`config.mk`:
```
export PLATFORM = sky130hd
export DESIGN_NAME = elink_deser
export DESIGN_NICKNAME = d
export VERILOG_FILES = /design/src/rtl/elink_deser_pkg.sv /design/src/rtl/elink_frame_phase.sv /design/src/rtl/elink_lane_shift.sv /design/src/rtl/elink_group.sv /design/src/rtl/elink_deser.sv
export SDC_FILE = /design/constraint.sdc
export NUM_CORES = 1
export LEC_CHECK = 0
export CAP_MARGIN = 25
export CORE_UTILIZATION = 35
export DETAILED_ROUTE_END_ITERATION = 10
export MAX_ROUTING_LAYER = met4
export PLACE_DENSITY_LB_ADDON = 0.15
export SLEW_MARGIN = 10
export SYNTH_ARGS = -nofsm -noshare
export SYNTH_HDL_FRONTEND = slang
export SYNTH_SLANG_ARGS = --single-unit
```
`constraint.sdc`:
```
create_clock -name clk -period 3.3 [get_ports clk]
set_input_delay 0.495 -clock clk [delete_from_list [all_inputs] [get_ports clk]]
set_output_delay 0.495 -clock clk [all_outputs]
set_load 0.01 [all_outputs]
```
`src/rtl/elink_deser_pkg.sv`:
```
package elink_deser_pkg;
  localparam int FRAME_TICKS = 8;
  localparam int TICK_W      = $clog2(FRAME_TICKS);
  localparam int MAX_BITS    = FRAME_TICKS;
  localparam int MIN_BITS    = 2;

  typedef enum logic [1:0] {
    RATE_OFF = 2'd0,
    RATE_X2  = 2'd1,
    RATE_X4  = 2'd2,
    RATE_X8  = 2'd3
  } rate_e;

  // sampling pattern for one rate: tick mask selecting sample slots, and the capture tick
  typedef struct packed {
    logic [TICK_W-1:0] mask;
    logic [TICK_W-1:0] cap_tick;
  } slot_t;

  function automatic slot_t slot_of(rate_e r);
    slot_t s;
    case (r)
      RATE_X2: begin s.mask = TICK_W'(3); s.cap_tick = TICK_W'(FRAME_TICKS - 4); end
      RATE_X4: begin s.mask = TICK_W'(1); s.cap_tick = TICK_W'(FRAME_TICKS - 2); end
      default: begin s.mask = TICK_W'(0); s.cap_tick = TICK_W'(FRAME_TICKS - 1); end
    endcase
    return s;
  endfunction
endpackage

```
`src/rtl/elink_frame_phase.sv`:
```
module elink_frame_phase
  import elink_deser_pkg::*;
(
  input  logic              clk,
  input  logic              rst,
  input  logic              frame_stb,
  output logic [TICK_W-1:0] tick
);
  logic [TICK_W-1:0] ph_q;

  always_ff @(posedge clk) begin
    if (rst)            ph_q <= '0;
    else if (frame_stb) ph_q <= TICK_W'(1);
    else                ph_q <= ph_q + TICK_W'(1);
  end

  assign tick = frame_stb ? '0 : ph_q;
endmodule

```
`src/rtl/elink_lane_shift.sv`:
```
module elink_lane_shift
  import elink_deser_pkg::*;
(
  input  logic                clk,
  input  logic                rst,
  input  logic                clr,
  input  logic                shift_en,
  input  logic                din,
  output logic [MAX_BITS-1:0] sreg
);
  always_ff @(posedge clk) begin
    if (rst || clr)    sreg <= '0;
    else if (shift_en) sreg <= {sreg[MAX_BITS-2:0], din};
  end
endmodule

```
`src/rtl/elink_group.sv`:
```
module elink_group
  import elink_deser_pkg::*;
#(
  parameter int LANES = 8,
  localparam int GW   = LANES * MIN_BITS
) (
  input  logic              clk,
  input  logic              rst,
  input  logic              frame_stb,
  input  logic [TICK_W-1:0] tick,
  input  logic [1:0]        rate_in,
  input  logic [LANES-1:0]  ser,
  output logic [GW-1:0]     field,
  output logic              valid
);
  rate_e rate_q, rate_nxt;
  slot_t slot;
  logic  off, changed, sample, capture, fresh;
  logic [MAX_BITS-1:0] sr [LANES];
  logic [GW-1:0] packed_w;

  assign rate_nxt = frame_stb ? rate_e'(rate_in) : rate_q;
  assign changed  = frame_stb && (rate_e'(rate_in) != rate_q);
  assign off      = (rate_nxt == RATE_OFF);
  assign slot     = slot_of(rate_nxt);
  assign sample   = !off && ((tick & slot.mask) == '0);
  assign capture  = sample && (tick == slot.cap_tick);

  for (genvar l = 0; l < LANES; l++) begin : g_lane
    elink_lane_shift u_shift (
      .clk(clk), .rst(rst), .clr(off), .shift_en(sample), .din(ser[l]), .sreg(sr[l])
    );
  end

  always_comb begin
    packed_w = '0;
    case (rate_nxt)
      RATE_X2: for (int l = 0; l < LANES; l++)     packed_w[2*l +: 2] = sr[l][1:0];
      RATE_X4: for (int k = 0; k < LANES / 2; k++) packed_w[4*k +: 4] = sr[2*k][3:0];
      RATE_X8: for (int k = 0; k < LANES / 4; k++) packed_w[8*k +: 8] = sr[4*k][7:0];
      default: packed_w = '0;
    endcase
  end

  always_ff @(posedge clk) begin
    if (rst) begin
      rate_q <= RATE_OFF;
      field  <= '0;
      valid  <= 1'b0;
      fresh  <= 1'b1;
    end else begin
      rate_q <= rate_nxt;
      if (off) begin
        field <= '0;
        valid <= 1'b0;
        fresh <= 1'b1;
      end else begin
        if (changed) begin
          valid <= 1'b0;
          fresh <= 1'b1;
        end
        if (capture) begin
          field <= packed_w;
          valid <= !fresh && !changed;
          fresh <= 1'b0;
        end
      end
    end
  end
endmodule

```
`src/rtl/elink_deser.sv`:
```
module elink_deser
  import elink_deser_pkg::*;
#(
  parameter int N_GROUPS = 5,
  parameter int LANES    = 8,
  localparam int GW      = LANES * MIN_BITS
) (
  input  logic                      clk,
  input  logic                      rst,
  input  logic                      frame_stb,
  input  logic [2*N_GROUPS-1:0]     rate_sel,
  input  logic [N_GROUPS*LANES-1:0] ser_in,
  output logic [N_GROUPS*GW-1:0]    frame_out,
  output logic [N_GROUPS-1:0]       grp_valid
);
  logic [TICK_W-1:0] tick;

  elink_frame_phase u_phase (.clk(clk), .rst(rst), .frame_stb(frame_stb), .tick(tick));

  for (genvar g = 0; g < N_GROUPS; g++) begin : g_grp
    elink_group #(.LANES(LANES)) u_grp (
      .clk      (clk),
      .rst      (rst),
      .frame_stb(frame_stb),
      .tick     (tick),
      .rate_in  (rate_sel[2*g +: 2]),
      .ser      (ser_in[g*LANES +: LANES]),
      .field    (frame_out[g*GW +: GW]),
      .valid    (grp_valid[g])
    );
  end
endmodule

```
==> results of run 1 <==
metal layers:
layer  up-vias  part of all wire [%]
li1       4682                     -
met1      4293                    49
met2       206                    44
met3        40                   5.0
met4         0                   2.1
met5         -                     0
through the flow:
stage | TNS, ps | utilization [%] | hold slack, ps | power, mW | setup slack, ps
floorplan | 0 | - | 427 | 3.72 | 335
global placement | 0 | 42.0 | 437 | 3.96 | 48.7
detailed placement | -240 | 42.0 | 444 | 3.97 | -40.2
CTS | 0 | 45.7 | 452 | 7.75 | 528
global route | 0 | 45.7 | 469 | 7.94 | 328
finish | 0 | 45.7 | 452 | 7.63 | 547
final cells by class:
cell class	instances	area, µm²
fillers	3073	16700
flip-flops and latches	263	5270
multi-input cells	946	5240
repair buffers	185	1870
clock buffers	40	880
well taps	396	495
clock inverters	16	259
inverters	10	37.5
diodes	2	5.00
cell families after synthesis:
group | after synthesis | share of synthesized area (%)
compound gates | 309 | 16.7
xor+xnor | 16 | 1.27
fa+ha+maj | 36 | 4.10
buf+inv | 111 | 4.61
flops | 263 | 47.9
mux | 51 | 4.64
simple gates | 534 | 20.8
registers in the layout (all words and copies together), names as in the netlist:
register and count:
g_grp.u_grp.g_lane.u_shift.sreg 160, g_grp.u_grp.field 80, g_grp.u_grp.rate_q 10, g_grp.u_grp.fresh 5
g_grp.u_grp.valid 5, u_phase.ph_q 3
critical path: stages:
cell,delay [ps]
clkdlybuf4s50_1,500
buf_12,190
mux2i_1,270
ha_1,280
ha_1,260
and3b_1,140
nand4_1,270
buf_4,290
or3_1,360
a21oi_1,140
cells in the final DEF (no fill, tap or decap), types with 10 or more instances in the layout:
master	Yosys	layout
a21oi_1	220	215
a21oi_2	8	13
a222oi_1	20	20
a22oi_1	16	16
buf_12	0	11
buf_4	7	37
clkbuf_16	0	31
clkdlybuf4s50_1	0	137
dfxtp_1	263	263
ha_1	36	36
inv_1	10	10
mux2i_1	51	51
nand2_1	370	370
nand2b_1	16	16
nand3_1	12	12
nor2_1	77	77
o21ai_0	26	26
or2_2	11	11
or3_1	24	24
xnor2_1	14	14
final timing paths:
path | depth (start not counted) | end | startpoint
max | 10 | g_grp[4].u_grp.field[15] | frame_stb
min reg2reg | 2 | g_grp[2].u_grp.field[15] | g_grp[2].u_grp.field[15]
max reg2reg | 8 | g_grp[4].u_grp.field[15] | g_grp[4].u_grp.rate_q[1]
min | 2 | g_grp[2].u_grp.field[15] | g_grp[2].u_grp.field[15]
power by group through the flow:
stage / clock [mW] / combinational [mW] / sequential [mW]
final: 3.74 / 0.614 / 3.28
after global routing: 3.98 / 0.682 / 3.28
after CTS: 3.85 / 0.620 / 3.28
after detailed placement: 0 / 0.619 / 3.35
after global placement: 0 / 0.616 / 3.35
after floorplan: 0 / 0.387 / 3.33
==> summary.md, run 1 <==
| Metric | Value |
|---|---|
| Status | finished with violations |
| Failing checks | DRC |
| Synthesized area | approximately 11,000 µm² |
| Gr ovfl total | 0 |
| Drt first pass iters | 9 |
| Predominant post-synthesis flop cell | dfxtp_1 |
| CTS tree | yes |
| Clock skew | around 10 ps |
| M2 GR Usage | 25.5% |
| Maxcap violations | 0 |
| CTS Buffer Depth | 3 |
| Fin. Hold Viols | 0 |
| Slew margin rel. | between 50% and 60% |
| PostCTS Resize Cnt | 0 |
| Number of vias per cell | between 4 and 5 |
| Critical Path AT | between 3000 and 4000 ps |
| Met3 GRT Util | 2.76% |
| Final Setup Violations | 0 |
| Max frequency | around 360 MHz |
| # rows | 64 |
| Comb power frac | approximately 8% |
| Root Driver | clkbuf_16 |
| Clk pwr share | between 40% and 50% |
| Area grow syn2layout | 27.8% |
| Post-synth top area cell | dfxtp_1 |
| First-pass GRT wire length | between 40,000 and 50,000 µm |
| CP Max Fanout | 26 |
| Slew @ Worst Pin | 677 ps |
| Post-synth top area share | 47.9% |
| WL per Instance | 14.3 µm |
| Initial drt markers | around 640 |
| Min-Delay Path Class | reg2reg |
| Placed inst area | between 10,000 and 15,000 µm² |
| Distinct cells, synth | 40 |
| Share of cells above drive strength 1 | a little under a tenth |
| RSZ-0062 raised after global routing | false |
| Number of global-route vias before repair | about 8,300 |
| Required @ worst endpoint | about 3800 ps |
| Critical path launch point type | input pin |
| Detailed Place HPWL | roughly 17,000 µm |
| IO Port Bufs | roughly 140 |
| Die height | between 150 and 200 µm |
| Most frequent cell after synthesis | nand2_1 |
| CTS HTree Levels | 1 |
| Max VDD drop | about 0.37 mV |
| Die area | around 32,000 µm² |
| Post-synthesis sequential area ratio | a little under half |
| Number of synthesized flops with an enable pin | 0 |
| Gp weighted congestion | 0.779 |
| CTS Buf Count | 30 |
| Synth top area cells | dfxtp_1, nand2_1, a21oi_1, mux2i_1, ha_1 |
| Crit. End Element | flip-flop |
| Largest net degree at the start of global routing | approximately 40 |
| Core region area | approximately 30,000 µm² |
| Cell-internal power | 5.87 mW |
| Sequential share of power | a little over two fifths |
| Design area | 14,100 µm² |
| Post-CTS Hold Fix Bufs | 0 |
| Routed WL | 26,700 µm |
| Initial antenna violation count | 2 |
| Initial Utilization | roughly 36% |
| Sink Count | ~260 |
| Via count | 9,221 |
| Worst skew pair latency | about 550 ps |
| Net Count, Synth | 1,409 |
| Layout Cells excl Fill | ~1,900 |
| CTS clk-pin slew, worst paths | roughly 60 ps |
| YS warnings | 0 |
| Fin crit share | a little over four fifths |
| Met1 Use GR | a little under a quarter |
| Die width | approximately 180 µm |
| Cells after DPL | about 1,800 |
| Post-synth ARST share | 0% |
| Count of pins over their slew limit | 0 |
| ANT nets after route | 0 |
| Syn Inst Count | approximately 1,300 |
| Residual DRC | 20 |
| Reg2reg setup slack | a little under 1000 ps |
| Post-CTS setup buffer count | 0 |
| # IOs | around 140 |
| GRT Resource Usage Total | 16.9% |
| Final Net Count | between 1,500 and 2,000 |
| NetSw | 1.76 mW |
| Final Critical Period | around 2800 ps |
| Switching Share | ~23% |
| Grt peak-use layer | met2 |
| Avg Cell Area, Syn | 8.33 µm² |
| Pwr Density | 543 nW/µm² |
| Worst setup path class | in2reg |
| Most frequent cells after synthesis | nand2_1, dfxtp_1, a21oi_1 |
| Leak | 4.82 nW |
| Flop and latch count out of synthesis | around 260 |
No activity file was read; power rests on OpenSTA's default activity.
==> run 2: changes to the inputs <==
clock period = 2.84 ns   (was 3.3 ns; I/O delays follow)
==> run 2 against run 1 <==
The run still ends with DRC left. Count of clock-buffer cells in the layout increased by 6. Clock power increased by 4%. Final cell count increased by 0.32%. Critical path type unchanged.
==> summary.md, run 2 (synthesis gave the netlist of run 1 again) <==
| Metric | Value |
|---|---|
| Status | finished with violations |
| Failing checks | DRC |
| Initial Utilization | 35.8% (unchanged) |
| Final Net Count | 1,532 (+0.46%) |
| Fin crit share | between 80% and 90% |
| # IOs | 138 (unchanged) |
| Hold Crit Depth | 4 (+2) |
| Via count | 9,128 (-1.0%) |
| Fin. Hold Viols | 0 (unchanged) |
| Slew margin rel. | 36.0% (-19 points) |
| First-pass GRT wire length | 44,000 µm (+2.0%) |
| CTS clk-pin slew, worst paths | 60 ps (about the same) |
| Worst path bufs/invs | 2 (-1) |
| Largest net degree at the start of global routing | 51 (+24%) |
| Sink Count | 263 (unchanged) |
| Design area | 14,000 µm² (about the same) |
| GRT Resource Usage Total | 17.2% (+0.28 points) |
| Core region area | 30,700 µm² (unchanged) |
| R2R depth | 8 (unchanged) |
| Hold path endpoint | g_grp[1].u_grp.fresh |
| Initial drt markers | 633 (-1.7%) |
| Gp weighted congestion | 0.760 (-2.4%) |
| RSZ-0062 raised after global routing | false |
| Critical path launch point type | input pin |
| Count of pins over their slew limit | 0 (unchanged) |
| Worst skew pair latency | 540 ps (about the same) |
| Area grow syn2layout | 27.8% (about the same) |
| Required @ worst endpoint | 3270 ps (-510 ps) |
| Critical path's top delay family | buffers and inverters |
| Critical-path cell list | clkdlybuf4s50_1 > mux2i_2 > ha_1 > ha_1 > nand4bb_1 > a2111oi_4 > buf_12 > nor2_1 > a2111oi_2 |
| Pwr Density | 601 nW/µm² (+11%) |
| Die width | 179 µm (unchanged) |
| Share of cells above drive strength 1 | 9.88% (+0.71 points) |
| Number of global-route vias before repair | 8,428 (+1.4%) |
| IO Port Bufs | 137 (unchanged) |
| Max reg flops | 160 (unchanged) |
| Drt first pass iters | 8 (-1) |
| Cell with the most instances on the worst path | ha_1 |
| Commonest non-fill, non-tap cells in the layout | nand2_1, dfxtp_1, a21oi_1 |
| Commonest non-fill, non-tap cell in the layout | nand2_1 |
| Worst hold start | frame_stb |
| Fillcell total | 3,113 (+1.3%) |
| ANT nets after route | 0 (unchanged) |
| Min-Delay Path Class | in2reg |
| # rows | 64 (unchanged) |
| CTS Buffer Depth | 3 (unchanged) |
| Number of vias per cell | 4.90 (-1.3%) |
| Max frequency | between 400 and 500 MHz |
| Clock skew | 14.3 ps (+4.34 ps) |
| Leak | 4.81 nW (-0.15%) |
| Slew @ Worst Pin | 959 ps (+283 ps) |
| Slowest CP cell | clkdlybuf4s50_1 |
| Crit. End Element | flip-flop |
| Routed WL | 26,900 µm (+0.97%) |
| Post-CTS setup buffer count | 0 (unchanged) |
| CTS tree | yes |
| WL per Instance | 14.4 µm (+0.64%) |
| Detailed Place HPWL | 17,600 µm (+2.8%) |
| Worst path max stage delay | 460 ps (-40 ps) |
| Residual DRC | 16 (-20%) |
| R2R Path End | g_grp[3].u_grp.valid |
| Die area | 32,100 µm² (unchanged) |
| Root Driver | clkbuf_16 |
| Setup TNS | 0 ps (unchanged) |
| CTS Buf Count | 30 (unchanged) |
| Final Critical Period | ~2300 ps |
| Maxcap violations | 0 (unchanged) |
| PostCTS Resize Cnt | 0 (unchanged) |
| Placed inst area | 13,000 µm² (+0.81%) |
| Top flop regs | g_grp.u_grp.g_lane.u_shift.sreg x160, g_grp.u_grp.field x80, g_grp.u_grp.rate_q x10 |
| Biggest register | g_grp.u_grp.g_lane.u_shift.sreg |
| Initial antenna violation count | 1 (-1) |
| Max VDD drop | 0.447 mV (+20%) |
| Die height | 179 µm (unchanged) |
| Reg2reg setup slack | 550 ps (-430 ps) |
| Worst setup path class | in2reg |
| Critical Path AT | 2750 ps (-480 ps) |
| Post-CTS Hold Fix Bufs | 0 (unchanged) |
| Final Setup Violations | 0 (unchanged) |
| Worst R2R Start | g_grp[3].u_grp.rate_q[0] |
| CTS HTree Levels | 1 (unchanged) |
| Gr ovfl total | 0 (unchanged) |
| CP Max Fanout | 23 (-12%) |
run 2: worst max-delay path by stage:
stage,startpoint,endpoint,slack [ps],cells after the start
6_report,rate_sel[0],g_grp[0].u_grp.valid,520,9
5_1_grt,rate_sel[0],g_grp[0].u_grp.valid,380,9
4_1_cts,g_grp[3].u_grp.rate_q[0],g_grp[3].u_grp.valid,520,8
3_5_place_dp,rate_sel[0],g_grp[0].u_grp.valid,-40,9
3_3_place_gp,rate_sel[1],g_grp[0].u_grp.valid,40,9
2_1_floorplan,frame_stb,g_grp[4].u_grp.field[14],80,10
run 2: area by class of cell:
class	count	area, µm²	share of cell area (%)
flip-flops and latches	263	5270	37.5
inverters	10	37.5	0.267
diodes	1	2.50	0.0178
well taps	396	495	3.53
repair buffers	192	1940	13.8
clock buffers	46	952	6.78
multi-input cells	946	5280	37.5
clock inverters	10	78.8	0.561
run 2: worst reg2reg max path, cell delays in order, from the launching register on:
cell and delay, ps:
dfxtp_1 330, mux2i_2 190, ha_1 260, ha_1 270, nand4bb_1 150, a2111oi_4 410, buf_12 220, nor2_1 80
a2111oi_2 290
run 2: through the flow:
step / utilization (%) / std cells / total power, mW / hold slack (ps) / setup slack, ps
after global routing: 45.7 / 1864 / 8.80 / 415 / 377
after global placement: 42.3 / 1807 / 4.62 / 440 / 36.6
final: 45.7 / 1864 / 8.44 / 412 / 516
after detailed placement: 42.3 / 1807 / 4.63 / 444 / -43.7
after floorplan: - / 1320 / 4.33 / 427 / 75.5
after CTS: 45.7 / 1863 / 8.58 / 394 / 522
run 2: layer usage:
metal | global-route usage, % | up-vias | share of wire [%] | wire [µm]
li1 | - | 4692 | - | -
met1 | 23.8 | 4228 | 49 | 13200
met2 | 26.5 | 177 | 45 | 12100
met3 | 2.44 | 31 | 4.5 | 1210
met4 | 3.85 | 0 | 1.6 | 433
met5 | - | - | 0 | 0
run 2: report_power, final:
group / total [mW] / switching [mW] / internal [mW]
sequential: 3.81 / 0.0511 / 3.76
combinational: 0.729 / 0.452 / 0.277
clock: 3.90 / 1.52 / 2.38
==> run 3: changes to the inputs <==
clock period = 2.1 ns   (was 2.84 ns; I/O delays follow)
==> run 3 against run 2 <==
The run ends with DRC, setup timing left. Critical path depth unchanged. Combinational power increased by 77%. Register-to-register slack got worse by 610 ps. Final cell count increased by 5.1%. Largest power group unchanged. Highest routed layer unchanged.
==> summary.md, run 3 (synthesis gave the netlist of run 1 again) <==
| Metric | Value |
|---|---|
| Max frequency | about 460 MHz |
| Clock skew | 10.0 ps (-4.26 ps) |
| CTS HTree Levels | 1 (unchanged) |
| Pwr Density | 769 nW/µm² (+28%) |
| R2R Path End | g_grp[0].u_grp.field[10] |
| CTS clk-pin slew, worst paths | 60 ps (about the same) |
| Required @ worst endpoint | 2540 ps (-730 ps) |
| Detailed Place HPWL | 17,800 µm (+1.1%) |
| Number of global-route vias before repair | 8,845 (+4.9%) |
| Worst R2R Start | g_grp[0].u_grp.rate_q[0] |
| CTS Buf Count | 31 (+3.3%) |
| # IOs | 138 (unchanged) |
| Worst skew pair latency | 550 ps (about the same) |
| RSZ-0062 raised after global routing | true |
| ANT nets after route | 0 (unchanged) |
| Die width | 179 µm (unchanged) |
| Share of cells above drive strength 1 | 20.8% (+11 points) |
| Fin. Hold Viols | 0 (unchanged) |
| Die area | 32,100 µm² (unchanged) |
| Critical path launch point type | flip-flop |
| Design area | 15,700 µm² (+12%) |
| Commonest non-fill, non-tap cells in the layout | nand2_1, dfxtp_1, a21oi_1 |
| Final Setup Violations | 35 (+35) |
| Biggest register | g_grp.u_grp.g_lane.u_shift.sreg |
| Critical path's top delay family | adder cells |
| Sink Count | 263 (unchanged) |
| Worst hold start | ser_in[31] |
| # rows | 64 (unchanged) |
| Top flop regs | g_grp.u_grp.g_lane.u_shift.sreg x160, g_grp.u_grp.field x80, g_grp.u_grp.rate_q x10 |
| Post-CTS Hold Fix Bufs | 0 (unchanged) |
| Maxcap violations | 0 (unchanged) |
| Leak | 5.45 nW (+13%) |
| Max VDD drop | 0.528 mV (+18%) |
| Critical-path cell list | mux2i_4 > ha_1 > ha_1 > nand4bb_1 > a2111oi_4 > buf_4 > clkbuf_16 > mux2i_1 > nor2_1 |
| R2R depth | 9 (+1) |
| Slowest CP cell | dfxtp_2 |
| Residual DRC | 14 (-2) |
| Number of vias per cell | 4.91 (+0.24%) |
| Status | finished with violations |
| Reg2reg setup slack | -60 ps (-610 ps) |
| Die height | 179 µm (unchanged) |
| Area grow syn2layout | 42.5% |
| Hold Crit Depth | 3 (-1) |
| Core region area | 30,700 µm² (unchanged) |
| Final Net Count | 1,625 (+6.1%) |
| Placed inst area | 13,800 µm² (+5.7%) |
| Worst setup path class | reg2reg |
| Gr ovfl total | 0 (unchanged) |
| CTS Buffer Depth | 3 (unchanged) |
| Initial Utilization | 35.8% (unchanged) |
| Max reg flops | 160 (unchanged) |
| Root Driver | clkbuf_16 |
| CTS tree | yes |
| Fin crit share | 103% |
| Gp weighted congestion | 0.777 (+2.3%) |
| Commonest non-fill, non-tap cell in the layout | nand2_1 |
| Drt first pass iters | 10 (+2) |
| Post-Route Utilization | 50.9% (+5.3 points) |
| Critical Path AT | 2600 ps (-150 ps) |
| Crit. End Element | flip-flop |
| Via count | 9,616 (+5.3%) |
| Routed WL | 28,500 µm (+6.0%) |
| Hold path endpoint | g_grp[3].u_grp.g_lane[7].u_shift.sreg[0] |
| IO Port Bufs | 137 (unchanged) |
| Slew margin rel. | 68.4% (+32 points) |
| Failing checks | DRC, setup timing |
| CP Max Fanout | 6 (-74%) |
| GRT Resource Usage Total | 17.6% (+0.41 points) |
| Layout Cells excl Fill | 1,959 (+5.1%) |
| Worst path bufs/invs | 2 (unchanged) |
| Count of pins over their slew limit | 0 (unchanged) |
| Initial drt markers | 629 (-0.63%) |
| Worst path max stage delay | 340 ps (-120 ps) |
| Slew @ Worst Pin | 473 ps (-486 ps) |
| Cells after DPL | 1,873 (+3.7%) |
| WL per Instance | 14.6 µm (+0.89%) |
| Cell with the most instances on the worst path | ha_1 |
| First-pass GRT wire length | 45,100 µm (+2.6%) |
| Largest net degree at the start of global routing | 49 (-3.9%) |
| Initial antenna violation count | 3 (+2) |
| Final Critical Period | around 2200 ps |
| Min-Delay Path Class | in2reg |
| Final WS setup | -63.6 ps (-579 ps) |
-- run 3: cell count changes in the layout (fill, tap and decap cells not counted), sizes merged --
cell / before / now
buf: 56 / 141
nand4: 2 / 3
bufinv: 1 / 4
clkinv: 9 / 6
inv: 10 / 12
clkinvlp: 0 / 2
diode: 1 / 3
clkbuf: 46 / 49
-- run 3: per-layer routing --
metal | up-vias | GRT usage (%) | routed length [µm]
li1 | 4886 | - | -
met1 | 4482 | 24.2 | 13700
met2 | 204 | 26.4 | 12700
met3 | 44 | 3.56 | 1550
met4 | 0 | 4.10 | 588
met5 | - | - | 0
-- run 3: stage by stage --
step           total power, mW  hold slack [ps]  setup TNS (ps)  worst slack [ps]
2_1_floorplan             5.88              427          -24030              -324
3_3_place_gp              6.45              441          -87240              -590
3_5_place_dp              6.45              446          -94830              -650
4_1_cts                   12.1              273           -1150             -66.4
5_1_grt                   12.5              308           -5670              -160
6_report                  12.0              305           -1050             -63.6
-- run 3: worst max-delay path by stage --
stage | startpoint | endpoint | slack, ps | cells past startpoint
CTS | g_grp[4].u_grp.rate_q[1] | g_grp[4].u_grp.field[0] | -70 | 8
global placement | rate_sel[9] | g_grp[4].u_grp.field[9] | -590 | 9
finish | g_grp[0].u_grp.rate_q[0] | g_grp[0].u_grp.field[10] | -60 | 9
global route | g_grp[1].u_grp.rate_q[1] | g_grp[1].u_grp.field[13] | -160 | 9
floorplan | frame_stb | g_grp[0].u_grp.field[2] | -320 | 10
detailed placement | frame_stb | g_grp[3].u_grp.valid | -650 | 10
-- run 3: tightest hold or removal path: cells and delay by family --
kind                   cells  cell delay [ps]
AO/OA/AOI/OAI              1               50
buffers and inverters      1              390
AND/OR/NAND/NOR            1               50
-- run 3: cell type report --
type / count / area [µm²]
fill: 2933 / 15100
multi-input combinational: 947 / 5800
sequential: 263 / 5280
timing repair buffer: 283 / 2970
clock buffer: 43 / 891
tap: 396 / 495
clock inverter: 14 / 185
inverter: 10 / 37.5
antenna: 3 / 7.51
-- run 3: report_power, final --
| group | total (mW) | internal, mW | leakage (nW) | switching, mW |
|---|---|---|---|---|
| Combinational | 1.29 | 0.585 | 2.79 | 0.702 |
| Sequential | 5.16 | 5.08 | 2.13 | 0.0715 |
| Clock | 5.60 | 3.44 | 0.529 | 2.16 |
| Total | 12.0 | 9.11 | 5.45 | 2.93 |
-- run 3: repair_timing --
item	in CTS	in global routing
setup buffers	4	12
endpoints found under the hold margin	0	0
gates resized for setup	15	85
gates cloned	3	7
endpoints found under the setup margin	76	85
pin swaps	17	31
